`src/rtl/lsr_pkg.sv`:
```
package lsr_pkg;
  localparam int DATA_W = 8;

  typedef struct packed {
    logic              bi;
    logic              fe;
    logic              pe;
    logic [DATA_W-1:0] data;
  } rx_ent_t;

  localparam int ENT_W = $bits(rx_ent_t);
endpackage

```
`src/rtl/rx_tag_fifo.sv`:
```
module rx_tag_fifo
  import lsr_pkg::*;
#(
  parameter  int DEPTH = 16,
  localparam int AW    = $clog2(DEPTH),
  localparam int CW    = AW + 1
) (
  input  logic          clk_i,
  input  logic          rst_ni,
  input  logic          push_i,
  input  logic          pop_i,
  input  rx_ent_t       wdata_i,
  output rx_ent_t       rdata_o,
  output logic [CW-1:0] count_o
);
  rx_ent_t       mem_q [DEPTH];
  logic [AW-1:0] wr_q, rd_q;
  logic [CW-1:0] cnt_q;

  always_ff @(posedge clk_i) begin
    if (push_i) mem_q[wr_q] <= wdata_i;
  end

  always_ff @(posedge clk_i or negedge rst_ni) begin
    if (!rst_ni) begin
      wr_q  <= '0;
      rd_q  <= '0;
      cnt_q <= '0;
    end else begin
      if (push_i) wr_q <= wr_q + AW'(1);
      if (pop_i)  rd_q <= rd_q + AW'(1);
      cnt_q <= cnt_q + CW'(push_i) - CW'(pop_i);
    end
  end

  assign rdata_o = (cnt_q != '0) ? mem_q[rd_q] : '0;
  assign count_o = cnt_q;
endmodule

```
`src/rtl/rx_err_track.sv`:
```
module rx_err_track #(
  parameter int CW = 5
) (
  input  logic clk_i,
  input  logic rst_ni,
  input  logic inc_i,
  input  logic dec_i,
  input  logic clr_i,
  output logic err_o
);
  logic [CW-1:0] cnt_q, cnt_d;
  logic          err_q;

  assign cnt_d = cnt_q + CW'(inc_i) - CW'(dec_i);

  always_ff @(posedge clk_i or negedge rst_ni) begin
    if (!rst_ni) begin
      cnt_q <= '0;
      err_q <= 1'b0;
    end else begin
      cnt_q <= cnt_d;
      // sticky: read clears only once no tagged entry remains
      err_q <= (cnt_d != '0) | (err_q & ~clr_i);
    end
  end

  assign err_o = err_q;
endmodule

```
`src/rtl/tx_empty_flags.sv`:
```
module tx_empty_flags (
  input  logic clk_i,
  input  logic rst_ni,
  input  logic thr_empty_i,
  input  logic tsr_empty_i,
  input  logic idle_i,
  input  logic brk_i,
  output logic temt_o,
  output logic thre_o
);
  always_ff @(posedge clk_i or negedge rst_ni) begin
    if (!rst_ni) begin
      temt_o <= 1'b1;
      thre_o <= 1'b1;
    end else begin
      temt_o <= thr_empty_i & tsr_empty_i & idle_i & ~brk_i;
      thre_o <= thr_empty_i & ~brk_i;
    end
  end
endmodule

```
`src/rtl/rx_line_status.sv`:
```
module rx_line_status
  import lsr_pkg::*;
#(
  parameter  int DEPTH = 16,
  localparam int CW    = $clog2(DEPTH) + 1
) (
  input  logic              clk_i,
  input  logic              rst_ni,
  input  logic              fifo_en_i,
  input  logic              rx_valid_i,
  input  logic [DATA_W-1:0] rx_data_i,
  input  logic              rx_pe_i,
  input  logic              rx_fe_i,
  input  logic              rx_brk_i,
  input  logic              rbr_rd_i,
  input  logic              lsr_rd_i,
  input  logic              tx_thr_empty_i,
  input  logic              tx_tsr_empty_i,
  input  logic              tx_idle_i,
  input  logic              tx_brk_i,
  output logic [DATA_W-1:0] rbr_data_o,
  output logic [7:0]        lsr_o
);
  rx_ent_t       wr_ent, head;
  logic [CW-1:0] fcnt;
  logic          nonempty, full, pop, push;
  logic          ack_q, ovr_q, err, temt, thre;

  assign nonempty = (fcnt != '0);
  assign full     = fifo_en_i ? (fcnt == CW'(DEPTH)) : nonempty;
  assign pop      = rbr_rd_i & nonempty;
  assign push     = rx_valid_i & (~full | pop);

  always_comb begin
    if (rx_brk_i) begin
      wr_ent      = '0;
      wr_ent.bi   = 1'b1;
      wr_ent.fe   = 1'b1;
    end else begin
      wr_ent.bi   = 1'b0;
      wr_ent.fe   = rx_fe_i;
      wr_ent.pe   = rx_pe_i;
      wr_ent.data = rx_data_i;
    end
  end

  rx_tag_fifo #(.DEPTH(DEPTH)) i_fifo (
    .clk_i   (clk_i),
    .rst_ni  (rst_ni),
    .push_i  (push),
    .pop_i   (pop),
    .wdata_i (wr_ent),
    .rdata_o (head),
    .count_o (fcnt)
  );

  rx_err_track #(.CW(CW)) i_err (
    .clk_i  (clk_i),
    .rst_ni (rst_ni),
    .inc_i  (push & (wr_ent.bi | wr_ent.fe | wr_ent.pe)),
    .dec_i  (pop & (head.bi | head.fe | head.pe)),
    .clr_i  (lsr_rd_i),
    .err_o  (err)
  );

  tx_empty_flags i_tx (
    .clk_i       (clk_i),
    .rst_ni      (rst_ni),
    .thr_empty_i (tx_thr_empty_i),
    .tsr_empty_i (tx_tsr_empty_i),
    .idle_i      (tx_idle_i),
    .brk_i       (tx_brk_i),
    .temt_o      (temt),
    .thre_o      (thre)
  );

  // head acknowledge: a status read hides the current head's tags; a pop re-arms
  always_ff @(posedge clk_i or negedge rst_ni) begin
    if (!rst_ni) begin
      ack_q <= 1'b0;
      ovr_q <= 1'b0;
    end else begin
      if (pop)                       ack_q <= 1'b0;
      else if (lsr_rd_i && nonempty) ack_q <= 1'b1;
      ovr_q <= (rx_valid_i & ~push) | (ovr_q & ~lsr_rd_i);
    end
  end

  logic show;
  assign show       = nonempty & ~ack_q;
  assign rbr_data_o = head.data;
  assign lsr_o      = {fifo_en_i & err, temt, thre,
                       show & head.bi, show & head.fe, show & head.pe,
                       ovr_q, nonempty};
endmodule


```
`config.mk`:
```
export PLATFORM = sky130hd
export DESIGN_NAME = rx_line_status
export DESIGN_NICKNAME = d
export VERILOG_FILES = /design/src/rtl/lsr_pkg.sv /design/src/rtl/rx_tag_fifo.sv /design/src/rtl/rx_err_track.sv /design/src/rtl/tx_empty_flags.sv /design/src/rtl/rx_line_status.sv
export SDC_FILE = /design/constraint.sdc
export NUM_CORES = 1
export LEC_CHECK = 0
export BUFFER_PORTS_ARGS = -buffer_cell sky130_fd_sc_hd__buf_4
export CORE_AREA = 2 2 117 164
export CTS_BUF_LIST = sky130_fd_sc_hd__clkbuf_4 sky130_fd_sc_hd__clkbuf_8
export CTS_CLUSTER_DIAMETER = 100
export DETAILED_ROUTE_END_ITERATION = 8
export DIE_AREA = 0 0 119 166
export GPL_ROUTABILITY_DRIVEN = 0
export HOLD_SLACK_MARGIN = 0.08
export PLACE_DENSITY_LB_ADDON = 0.12
export SYNTH_ARGS = -nofsm -noshare
export SYNTH_HDL_FRONTEND = slang
export SYNTH_SLANG_ARGS = --single-unit
```
`constraint.sdc`:
```
create_clock -name clk_i -period 8.1 [get_ports clk_i]
set_clock_uncertainty 0.15 [all_clocks]
set_input_delay 0.81 -clock clk_i [delete_from_list [all_inputs] [get_ports clk_i]]
set_output_delay 0.81 -clock clk_i [all_outputs]
set_load 0.03 [all_outputs]
```
==> results.txt, run 1 <==
----------------------------------------------------
[Hold path]
  Start point of the worst min-delay path ... tx_brk_i
  Worst hold path type ... in -> reg

[Clock network]
  Number of buffers on the longest clock path ... 2
  CTS Buf Count ... 17
  Clock H-tree levels ... 4
  Number of setup buffers added after CTS ... 0
  Clock tree from TritonCTS ... yes
  Clock root cell ... sky130_fd_sc_hd__clkbuf_8
  CTS clk-pin slew, worst paths ... ~0.11 ns
  Later-pin clock latency in the skew report ... 0.47 ns
  Number of clock sinks ... 199

[Detailed routing]
  Number of detailed-route iterations in the first pass ... 4
  Final routed wire length divided by cell count ... ~24 microns
  Post-route ant nets ... 0
  Vias post-DR ... 3835
  Via-to-Cell Ratio ... 5.36
  Routed WL ... about 17 mm
  Drt first-iter violations ... 240
  Count of unresolved DRC violations after routing ... 0

[Synth]
  Yosys warning total ... 0
  Post-synthesis cell area ... ~8100 sq um
  Async SR Flop Fraction ... 11.6%
  Average cell area after synthesis ... ~19 sq um
  Share of the synthesized area in the top cell type ... roughly two thirds
  Top cell types by occurrence after synthesis ... 176 x sky130_fd_sc_hd__edfxtp_1, 53 x sky130_fd_sc_hd__mux4_2, 22 x sky130_fd_sc_hd__inv_1
  Cell types with the largest area share after synthesis ... sky130_fd_sc_hd__edfxtp_1 65%, sky130_fd_sc_hd__mux4_2 15%, sky130_fd_sc_hd__dfrtp_1 6.5%
  Top cell type by total area after synthesis ... sky130_fd_sc_hd__edfxtp_1
  Number of flops mapped to enable cells by yosys ... approximately 180
  Number of nets produced by synthesis ... 456
  Flops & latches, synth ... between 150 and 200
  Count of different cell masters after synthesis ... 37
  Fraction of the yosys area taken by sequential cells ... 72.2%
  Cell with the most instances after synthesis ... sky130_fd_sc_hd__edfxtp_1
  Number of standard cells after synthesis ... roughly 420
  Primary FF master, synth ... sky130_fd_sc_hd__edfxtp_1

[Power]
  PwrDens ... around 340 nW/um^2
  Sw frac ... between 30% and 40%
  Worst voltage drop across the vdd grid ... approximately 0.16 mV
  Total chip power ... between 3 and 4 mW
  Part of the power in the clock network ... 20.2%
  Internal power component ... between 2 and 2.5 mW
  Combinational group share of total power ... about 36%
  Leakage power figure ... 3.08 nW
  Seq pwr share ... between 40 and 50%
  Switch Pwr ... between 1 and 1.5 mW

[Run status]
  Status ... complete, no violations

[Layout]
  Filler cells ... 1521
  NumNets Final ... 497
  Area of combinational cells with multiple inputs ... about 2100 sq um
  Final Non-Filler Cells ... around 700
  Share of final-layout standard cells stronger than drive strength 1 ... about a third
  Diodes inserted ... 0
  Sequential cell area ... around 6000 sq um
  End-of-flow core utilization ... 49.4%
  Area growth, synth to finish ... 11.7%
  Layout Cell Area excl Fill ... between 9000 and 10000 sq um

[Floorplan]
  Row count ... 59
  Standard cell core area ... ~18000 sq um
  Die Wd ... ~120 microns
  Height of the die ... between 150 and 200 microns
  Area of the die ... slightly below 20000 sq um
  Initial cell density of the core ... 44.2%
  # IOs ... 37

[Worst setup path]
  Library cell contributing the largest single delay on the critical path ... sky130_fd_sc_hd__dfrtp_2
  Crit path from ... i_fifo.rd_q[0]
  Required time at the worst-slack endpoint ... 8.29 ns
  Reg-to-Reg Start ... i_fifo.rd_q[0]
  Maximum fanout encountered on the critical timing path ... 29
  Kind of end point of the critical path ... register
  Top Family by Delay on Critical Path ... adder cells
  Cell breakdown of the critical path ... buf_4 > mux4_2 > a22oi_1 > and3_1 > a31oi_1 > ha_1 > inv_1 > ha_1 > inv_1 > fa_1 > xnor2_1 > a2111oi_0 > o211ai_1
  Critical Path AT ... about 4.6 ns
  Slowest stage delay, CP ... 0.79 ns
  Number of buffers and inverters on the critical path ... 3
  Worst setup SP type ... register
  Crit path kind ... reg -> reg

[Timing]
  Max-slew headroom at the worst pin ... between 20% and 30%
  Worst Tran Pin Value ... around 1.1 ns
  Period utilization ... between 50 and 60%
  Post-route setup slack ... around 3.7 ns
  Max Clock Freq ... between 200 and 250 MHz
  Worst slack on hold paths ... 0.302 ns
  Tmin final ... around 4.4 ns
  RSZ-0062 raised after global routing ... false
  Fin Setup TNS ... 0 ns
  Count of endpoints failing hold in the final timing report ... 0
  Count of final max-slew check failures ... 0
  Setup-failing EPs final ... 0

[Global routing]
  Overall global routing resource usage ... 18.1%
  Total grt overflow ... 0
  Maximum number of pins on one net before global-route repair ... between 40 and 50
  Global-route wire length before repair ... ~25 mm
  Number of global-route vias before repair ... approximately 4200
  Initial antenna violation count ... 0

[Placement]
  Port Buffers ... 36
  Post-placement worst setup slack ... roughly 3.5 ns
  DP HPWL ... roughly 10 mm
  Cell count after placement ... approximately 680
  Area of placed instances ... ~8700 sq um

[Job]
  Number of maximum-capacitance constraint violations ... 0

----------------------------------------------------
## cells by family (layout without fill, tap and decap cells)
logic type               count (synthesis)  in the layout  share of synthesized area [%]
AO/OA/AOI/OAI                           18             18                           1.48
XOR/XNOR                                13             13                           1.40
adder cells (fa/ha/maj)                 17             17                           2.80
flip-flops                             199            199                           72.2
buffers and inverters                   44             98                           2.63
multiplexers                            54             54                           14.8
AND/OR/NAND/NOR                         73             73                           4.70
## cell type report
| type | count | share of cell area, % |
|---|---|---|
| sequential | 199 | 64.6 |
| multi-input combinational | 175 | 23.1 |
| timing repair buffer | 44 | 3.67 |
| tap | 244 | 3.36 |
| clock buffer | 17 | 2.58 |
| clock inverter | 15 | 1.75 |
| inverter | 22 | 0.910 |
## state kept, by name, indices dropped and copies added (netlist names)
| signal | cells |
|---|---|
| ack_q | 1 |
| i_err.cnt_q | 5 |
| i_err.err_o | 1 |
| i_fifo.count_o | 5 |
| i_fifo.mem_q | 176 |
| i_fifo.rd_q | 4 |
| i_fifo.wr_q | 4 |
| i_tx.temt_o | 1 |
| i_tx.thre_o | 1 |
| ovr_q | 1 |
## cell usage in the layout (no fill, tap or decap), types with 2 or more instances in the layout
cell type	Yosys	routed
sky130_fd_sc_hd__fa_1	2	2
sky130_fd_sc_hd__dfstp_2	2	2
sky130_fd_sc_hd__xor2_1	4	4
sky130_fd_sc_hd__mux4_2	53	53
sky130_fd_sc_hd__a21oi_1	5	5
sky130_fd_sc_hd__clkinv_4	0	2
sky130_fd_sc_hd__nor2_2	0	12
sky130_fd_sc_hd__a22oi_1	2	2
sky130_fd_sc_hd__nand2_1	10	10
sky130_fd_sc_hd__buf_4	4	43
sky130_fd_sc_hd__nor2b_1	13	13
sky130_fd_sc_hd__nor3_2	0	4
sky130_fd_sc_hd__ha_1	15	15
sky130_fd_sc_hd__o211ai_1	2	2
sky130_fd_sc_hd__inv_6	0	5
sky130_fd_sc_hd__xnor2_1	9	9
sky130_fd_sc_hd__and3_1	5	5
sky130_fd_sc_hd__inv_8	0	4
sky130_fd_sc_hd__edfxtp_1	176	176
sky130_fd_sc_hd__and2_1	10	10
sky130_fd_sc_hd__nand2b_1	2	2
sky130_fd_sc_hd__a21o_1	2	2
sky130_fd_sc_hd__dfrtp_1	21	19
sky130_fd_sc_hd__o21ai_0	2	2
sky130_fd_sc_hd__dfrtp_2	0	2
sky130_fd_sc_hd__nor3_1	7	3
sky130_fd_sc_hd__inv_1	22	22
sky130_fd_sc_hd__clkinv_8	0	3
sky130_fd_sc_hd__clkbuf_8	0	17
sky130_fd_sc_hd__nor2_1	15	3
sky130_fd_sc_hd__nand3_1	7	7
## power by group through the flow
stage | combinational (mW) | sequential, mW | clock [mW]
2_1_floorplan | 0.881 | 1.30 | 0
3_3_place_gp | 1.11 | 1.37 | 0
3_5_place_dp | 1.12 | 1.38 | 0
4_1_cts | 1.13 | 1.35 | 0.634
5_1_grt | 1.21 | 1.37 | 0.669
6_report | 1.10 | 1.35 | 0.619
## path summary, 6_finish.rpt
check | endpoint | cells after the start | slack [ns]
min reg2reg | ovr_q | 1 | 0.36
max in group asynchronous | i_tx.temt_o | 2 | 6.90
max reg2reg | i_err.err_o | 13 | 3.69
min in group asynchronous | i_err.err_o | 2 | 0.61
max | i_err.err_o | 13 | 3.69
min | i_tx.thre_o | 2 | 0.30
## timing repair
item | CTS | global route
resized for setup | 0 | 0
hold endpoints to repair | 21 | 0
hold buffers | 1 | 0
## metal layers
metal	vias to the layer above	part of all wire (%)	GRT usage [%]
met4	0	1.1	6.42
met1	2041	41	21.9
met5	-	0	0
li1	1717	-	-
met3	13	2.7	3.30
met2	64	56	32.2
No activity file was read; power rests on OpenSTA's default activity.
==> run 2: changes to the inputs <==
==> constraint.sdc (replaced) <==
create_clock -name clk_i -period 3.6 [get_ports clk_i]
set_clock_uncertainty 0.15 [all_clocks]
set_input_delay 0.36 -clock clk_i [delete_from_list [all_inputs] [get_ports clk_i]]
set_output_delay 0.36 -clock clk_i [all_outputs]
set_load 0.03 [all_outputs]
==> run 2 against run 1 <==
Register-to-register slack worse by 3.5 ns. Critical path depth is 1 lower. Utilization is 1.7 points higher. Flip-flop and latch count stayed put. Critical endpoint unchanged. Largest power group unchanged.
==> results.txt, run 2 (same netlist as run 1, synthesis figures left out) <==
----------------------------------------------------
[Worst setup path]
  Critical register-to-register path endpoint ... i_err.err_o
  Required time at the worst-slack endpoint ... 3.79 ns (-4.50 ns)
  FF-to-FF path depth ... 12 (-1)
  Crit path from ... i_fifo.rd_q[0]
  Reg-to-Reg Start ... i_fifo.rd_q[0]
  Kind of end point of the critical path ... register
  Crit path kind ... reg -> reg
  Worst setup SP type ... register
  FF-to-FF setup slack ... 0.16 ns (-3.53 ns)
  Maximum fanout encountered on the critical timing path ... 6 (-79%)
  Critical Path AT ... 3.63 ns (-0.97 ns)

[Global routing]
  Global-route wire length before repair ... 25.9 mm (+2.0%)
  Maximum number of pins on one net before global-route repair ... 26 (-46%)
  Initial antenna violation count ... 0 (unchanged)
  Overall global routing resource usage ... 18.0% (-0.020 points)
  Number of global-route vias before repair ... 4389 (+5.3%)
  Total grt overflow ... 0 (unchanged)

[Power]
  Leakage power figure ... 3.27 nW (+6.2%)
  PwrDens ... 761 nW/um^2 (+130%)
  Worst voltage drop across the vdd grid ... 0.389 mV (+140%)
  Total chip power ... 7.15 mW (+130%)

[Timing]
  Count of final max-slew check failures ... 0 (unchanged)
  Period utilization ... 95.5% (+41 points)
  Count of endpoints failing hold in the final timing report ... 0 (unchanged)
  RSZ-0062 raised after global routing ... false
  Worst slack on hold paths ... 0.122 ns (-0.180 ns)
  Tmin final ... 3.44 ns (-0.974 ns)
  Max-slew headroom at the worst pin ... 26.5% (-1.9 points)
  Setup-failing EPs final ... 0 (unchanged)
  Worst Tran Pin Value ... 1.10 ns (+0.0270 ns)
  Max Clock Freq ... 291 MHz (+28%)
  Fin Setup TNS ... 0 ns (unchanged)

[Hold path]
  Worst min-delay path endpoint ... i_fifo.rd_q[1]
  Worst hold path cell count ... 4 (+2)
  Start point of the worst min-delay path ... rbr_rd_i
  Worst hold path type ... in -> reg

[Detailed routing]
  Number of detailed-route iterations in the first pass ... 4 (unchanged)
  Drt first-iter violations ... 157 (-35%)
  Routed WL ... 16.8 mm (-0.43%)
  Final routed wire length divided by cell count ... 22.2 microns (-5.6%)
  Post-route ant nets ... 0 (unchanged)
  Vias post-DR ... 4081 (+6.4%)
  Via-to-Cell Ratio ... 5.41 (+0.92%)
  Count of unresolved DRC violations after routing ... 0 (unchanged)

[Clock network]
  CTS Buf Count ... 17 (unchanged)
  Later-pin clock latency in the skew report ... 0.46 ns (about the same)
  Number of buffers on the longest clock path ... 2 (unchanged)
  Clock tree from TritonCTS ... yes
  CTS clk-pin slew, worst paths ... 0.10 ns (about the same)
  Clock root cell ... sky130_fd_sc_hd__clkbuf_8
  Number of clock sinks ... 199 (unchanged)
  Clock H-tree levels ... 4 (unchanged)

[Floorplan]
  Initial cell density of the core ... 44.2% (unchanged)
  Standard cell core area ... 18400 sq um (unchanged)
  Die Wd ... 119 microns (unchanged)
  # IOs ... 37 (unchanged)
  Area of the die ... 19800 sq um (unchanged)
  Height of the die ... 166 microns (unchanged)
  Row count ... 59 (unchanged)

[Placement]
  Area of placed instances ... 8870 sq um (+2.2%)
  DP HPWL ... 11.2 mm (+13%)
  Port Buffers ... 36 (unchanged)

[Layout]
  NumNets Final ... 536 (+7.8%)
  Commonest cells after routing, fill and taps aside ... 176 x sky130_fd_sc_hd__edfxtp_1, 75 x sky130_fd_sc_hd__buf_4, 53 x sky130_fd_sc_hd__mux4_2
  Largest register FFs ... 176 (unchanged)
  Top reg by flops ... i_fifo.mem_q
  Diodes inserted ... 0 (unchanged)
  End-of-flow core utilization ... 51.1% (+1.7 points)
  Layout Cell Area excl Fill ... 9390 sq um (+3.5%)
  Most common cell after layout, fill and taps aside ... sky130_fd_sc_hd__edfxtp_1
  Area growth, synth to finish ... 15.6%
  Share of final-layout standard cells stronger than drive strength 1 ... 34.6% (+2.9 points)

[Run status]
  Status ... complete, no violations

[Job]
  Number of maximum-capacitance constraint violations ... 0 (unchanged)

----------------------------------------------------
-- run 2: cell types whose count changed in the layout (fill, tap and decap cells not counted), moves of 2 or more --
| cell | change |
|---|---|
| sky130_fd_sc_hd__a22oi_1 | -2 |
| sky130_fd_sc_hd__a22oi_2 | +2 |
| sky130_fd_sc_hd__buf_4 | +32 |
| sky130_fd_sc_hd__clkinv_8 | -3 |
| sky130_fd_sc_hd__clkinvlp_4 | +3 |
| sky130_fd_sc_hd__dlygate4sd3_1 | +6 |
| sky130_fd_sc_hd__inv_6 | -2 |
| sky130_fd_sc_hd__nor2_1 | +12 |
| sky130_fd_sc_hd__nor2_2 | -12 |
-- run 2: stage by stage --
stage / worst slack (ns) / std cells
after global routing: 0.0139 / 755
after floorplan: 0.0261 / 418
after CTS: 0.0495 / 753
after global placement: 0.0490 / 711
after detailed placement: -0.112 / 711
final: 0.164 / 755
-- run 2: worst max-delay path, cell delays in order (launching register included) --
cell and delay [ns]:
sky130_fd_sc_hd__dfrtp_2 0.49, sky130_fd_sc_hd__mux4_2 0.52, sky130_fd_sc_hd__mux4_2 0.49, sky130_fd_sc_hd__inv_2 0.08
sky130_fd_sc_hd__a31oi_1 0.09, sky130_fd_sc_hd__ha_1 0.30, sky130_fd_sc_hd__inv_1 0.06, sky130_fd_sc_hd__ha_2 0.17
sky130_fd_sc_hd__inv_1 0.05, sky130_fd_sc_hd__fa_2 0.36, sky130_fd_sc_hd__xnor2_2 0.17, sky130_fd_sc_hd__a2111oi_4 0.27
sky130_fd_sc_hd__o211ai_1 0.12
-- run 2: worst max path at each step --
stage	end	cells after the start	slack [ns]
finish	i_err.err_o	12	0.16
CTS	i_err.err_o	12	0.05
floorplan	i_err.err_o	14	0.03
detailed placement	i_err.err_o	13	-0.11
global route	i_err.err_o	12	0.01
global placement	i_err.err_o	12	0.05
-- run 2: layout make-up --
type,count,area (sq um)
fill,1501,8990
sequential,199,5870
multi-input combinational,175,2110
timing repair buffer,83,653
tap,244,305
clock buffer,17,234
clock inverter,15,143
inverter,22,82.6
-- run 2: where the power goes --
group | switching, mW | internal (mW) | leakage (nW)
sequential | 0.201 | 2.80 | 1.87
clock | 0.803 | 0.563 | 0.184
combinational | 1.40 | 1.38 | 1.22
total | 2.41 | 4.74 | 3.27
-- run 2: timing repair --
item,in CTS,in global routing
buffers inserted,3,2
resized for setup,2,8
endpoints found under the setup margin,1,2
hold endpoints to repair,28,0
hold buffers,7,0
pin swaps,2,5
-- run 2: routing by layer --
metal / vias up / part of all wire (%) / track usage (%)
met5: - / 0 / 0
met4: 0 / 1.9 / 5.85
met3: 24 / 3.7 / 3.78
met2: 83 / 53 / 31.4
met1: 2185 / 41 / 22.5
li1: 1789 / - / -
==> run 3: changes to the inputs <==
==> constraint.sdc (replaced) <==
create_clock -name clk_i -period 3.66 [get_ports clk_i]
set_clock_uncertainty 0.15 [all_clocks]
set_input_delay 0.366 -clock clk_i [delete_from_list [all_inputs] [get_ports clk_i]]
set_output_delay 0.366 -clock clk_i [all_outputs]
set_load 0.03 [all_outputs]
==> run 3 against run 2 <==
Die area stayed put. Sequential power is 2% lower. Utilization is 0.40 points higher. Critical path type unchanged. Wire length is 2.0% higher. Count of clock-buffer cells in the layout is 1 higher. Worst setup slack better by 0.015 ns. Flip-flop and latch count stayed put. Global-route usage is 0.32 points higher. Critical path depth is 1 higher. Fmax is 1.3% lower. Worst hold slack better by 0.0033 ns.
==> results.txt, run 3 (same netlist as run 1, synthesis figures left out) <==
----------------------------------------------------
[Worst setup path]
  FF-to-FF setup slack ... 0.18 ns (about the same)
  Number of buffers and inverters on the critical path ... 5 (+2)
  Top Family by Delay on Critical Path ... multiplexers
  Required time at the worst-slack endpoint ... 3.85 ns (+0.06 ns)
  Slowest stage delay, CP ... 0.52 ns (about the same)
  Library cell contributing the largest single delay on the critical path ... sky130_fd_sc_hd__fa_2
  Crit path kind ... reg -> reg
  Reg-to-Reg Start ... i_fifo.rd_q[0]
  Cell breakdown of the critical path ... buf_6 > mux4_2 > mux4_2 > inv_2 > a31oi_1 > ha_1 > inv_1 > ha_2 > inv_1 > fa_2 > inv_1 > a2111oi_4 > o211ai_1
  Kind of end point of the critical path ... register
  Critical Path AT ... 3.67 ns (+0.04 ns)
  FF-to-FF path depth ... 13 (+1)
  Critical register-to-register path endpoint ... i_err.err_o
  Worst setup SP type ... register
  Most frequent cell on the critical path ... sky130_fd_sc_hd__inv_1
  Maximum fanout encountered on the critical timing path ... 4 (-2)

[Timing]
  Post-route setup slack ... 0.179 ns (+0.0148 ns)
  Period utilization ... 95.1% (-0.33 points)
  Worst Tran Pin Value ... 1.11 ns (+0.00875 ns)
  Tmin final ... 3.48 ns (+0.0452 ns)
  Max-slew headroom at the worst pin ... 25.9% (-0.58 points)
  Count of endpoints failing hold in the final timing report ... 0 (unchanged)
  Worst slack on hold paths ... 0.126 ns (+0.00333 ns)
  Max Clock Freq ... 287 MHz (-1.3%)
  Count of final max-slew check failures ... 0 (unchanged)
  RSZ-0062 raised after global routing ... false
  Setup-failing EPs final ... 0 (unchanged)

[Detailed routing]
  Max Used Layer ... met4
  Drt first-iter violations ... 239 (+52%)
  Vias post-DR ... 4023 (-1.4%)
  WL met1 ... 6.49 mm (-5.8%)
  Via-to-Cell Ratio ... 5.31 (-1.8%)
  Number of detailed-route iterations in the first pass ... 4 (unchanged)
  Post-route ant nets ... 0 (unchanged)
  Count of unresolved DRC violations after routing ... 0 (unchanged)
  Routed WL ... 17.1 mm (+2.0%)
  Met2 wirelength from detailed routing ... 9.69 mm (+8.7%)
  Amount of wire on met3 after detailed routing ... 660 microns (+6.3%)
  Final routed wire length divided by cell count ... 22.5 microns (+1.5%)

[Layout]
  NumNets Final ... 539 (+0.56%)
  Most common cell after layout, fill and taps aside ... sky130_fd_sc_hd__edfxtp_1
  Share of final-layout standard cells stronger than drive strength 1 ... 34.8% (+0.19 points)
  Largest register FFs ... 176 (unchanged)
  Top reg by flops ... i_fifo.mem_q
  Area growth, synth to finish ... 16.5%
  Commonest cells after routing, fill and taps aside ... 176 x sky130_fd_sc_hd__edfxtp_1, 74 x sky130_fd_sc_hd__buf_4, 53 x sky130_fd_sc_hd__mux4_2
  Diodes inserted ... 0 (unchanged)

[Floorplan]
  # IOs ... 37 (unchanged)
  Initial cell density of the core ... 44.2% (unchanged)
  Area of the die ... 19800 sq um (unchanged)
  Standard cell core area ... 18400 sq um (unchanged)
  Die Wd ... 119 microns (unchanged)
  Row count ... 59 (unchanged)
  Height of the die ... 166 microns (unchanged)

[Run status]
  Status ... complete, no violations

[Clock network]
  Clock tree from TritonCTS ... yes
  Clock H-tree levels ... 4 (unchanged)
  CTS Buf Count ... 17 (unchanged)
  Number of clock sinks ... 199 (unchanged)
  Number of buffers on the longest clock path ... 2 (unchanged)
  Later-pin clock latency in the skew report ... 0.46 ns (about the same)
  CTS clk-pin slew, worst paths ... 0.10 ns (about the same)
  Clock root cell ... sky130_fd_sc_hd__clkbuf_8

[Job]
  Number of maximum-capacitance constraint violations ... 0 (unchanged)

[Power]
  PwrDens ... 757 nW/um^2 (-0.45%)
  Leakage power figure ... 3.31 nW (+1.2%)
  Worst voltage drop across the vdd grid ... 0.380 mV (-2.4%)

[Placement]
  Port Buffers ... 36 (unchanged)
  DP HPWL ... 10.7 mm (-4.5%)
  Post-placement worst setup slack ... -0.0973 ns (+0.0142 ns)

[Global routing]
  Overall global routing resource usage ... 18.4% (+0.32 points)
  Number of global-route vias before repair ... 4365 (-0.55%)
  Total grt overflow ... 0 (unchanged)
  Global-route wire length before repair ... 26.2 mm (+1.1%)
  Maximum number of pins on one net before global-route repair ... 33 (+27%)
  Initial antenna violation count ... 0 (unchanged)

[Hold path]
  Worst hold path cell count ... 4 (unchanged)
  Worst min-delay path endpoint ... i_fifo.rd_q[1]
  Worst hold path type ... in -> reg
  Start point of the worst min-delay path ... rbr_rd_i

----------------------------------------------------
-- run 3: changes by cell type in the layout (fill, tap and decap cells not counted), sizes merged --
cell and delta:
buf +2, clkbuf +2, clkinvlp -2, inv +1
-- run 3: metrics by stage --
stage	instances	power, mW	cell area, sq um	utilization (%)	TNS (ns)
5_1_grt	758	7.58	9470	51.5	0
4_1_cts	749	7.12	9360	50.9	0
6_report	758	7.17	9470	51.5	0
2_1_floorplan	418	4.83	8130	-	0
3_3_place_gp	707	5.63	8860	48.2	0
3_5_place_dp	707	5.68	8860	48.2	-0.0973
-- run 3: layout make-up --
cell class	count	area, sq um
Fill cell	1509	8910
Timing Repair Buffer	86	722
Inverter	22	82.6
Clock inverter	14	158
Sequential cell	199	5870
Multi-Input combinational cell	175	2090
Clock buffer	18	241
Tap cell	244	305
-- run 3: how the worst max path moves through the flow --
stage,slack (ns),startpoint,endpoint,depth (start not counted)
floorplan,0.09,i_fifo.rd_q[0],i_err.err_o,14
global placement,0.06,i_fifo.rd_q[0],i_err.err_o,13
detailed placement,-0.1,i_fifo.rd_q[0],i_err.err_o,13
CTS,0.03,i_fifo.rd_q[0],i_err.err_o,12
global route,0.008,i_fifo.rd_q[0],i_err.err_o,13
finish,0.18,i_fifo.rd_q[0],i_err.err_o,13
-- run 3: worst min-delay path, cell delays in order --
cell	delay, ns
sky130_fd_sc_hd__buf_4	0.09
sky130_fd_sc_hd__nand2_1	0.10
sky130_fd_sc_hd__nand2_1	0.09
sky130_fd_sc_hd__nand2_1	0.05
-- run 3: what timing repair did --
action	4_1_cts	5_1_grt
setup endpoints to repair	1	2
pin swaps	0	5
hold endpoints to repair	28	0
resized for setup	2	7
setup buffers	3	8
hold buffers	7	0
gates cloned	0	1
-- run 3: layer usage --
layer | vias to the layer above | track usage, %
met1 | 2112 | 22.0
li1 | 1799 | -
met2 | 95 | 33.5
met5 | - | 0
met3 | 17 | 3.33
met4 | 0 | 5.75
-- run 3: where the power goes --
| part | internal [mW] | switching (mW) | leakage (nW) |
|---|---|---|---|
| sequential | 2.75 | 0.187 | 1.87 |
| clock | 0.578 | 0.815 | 0.201 |
| combinational | 1.42 | 1.42 | 1.24 |
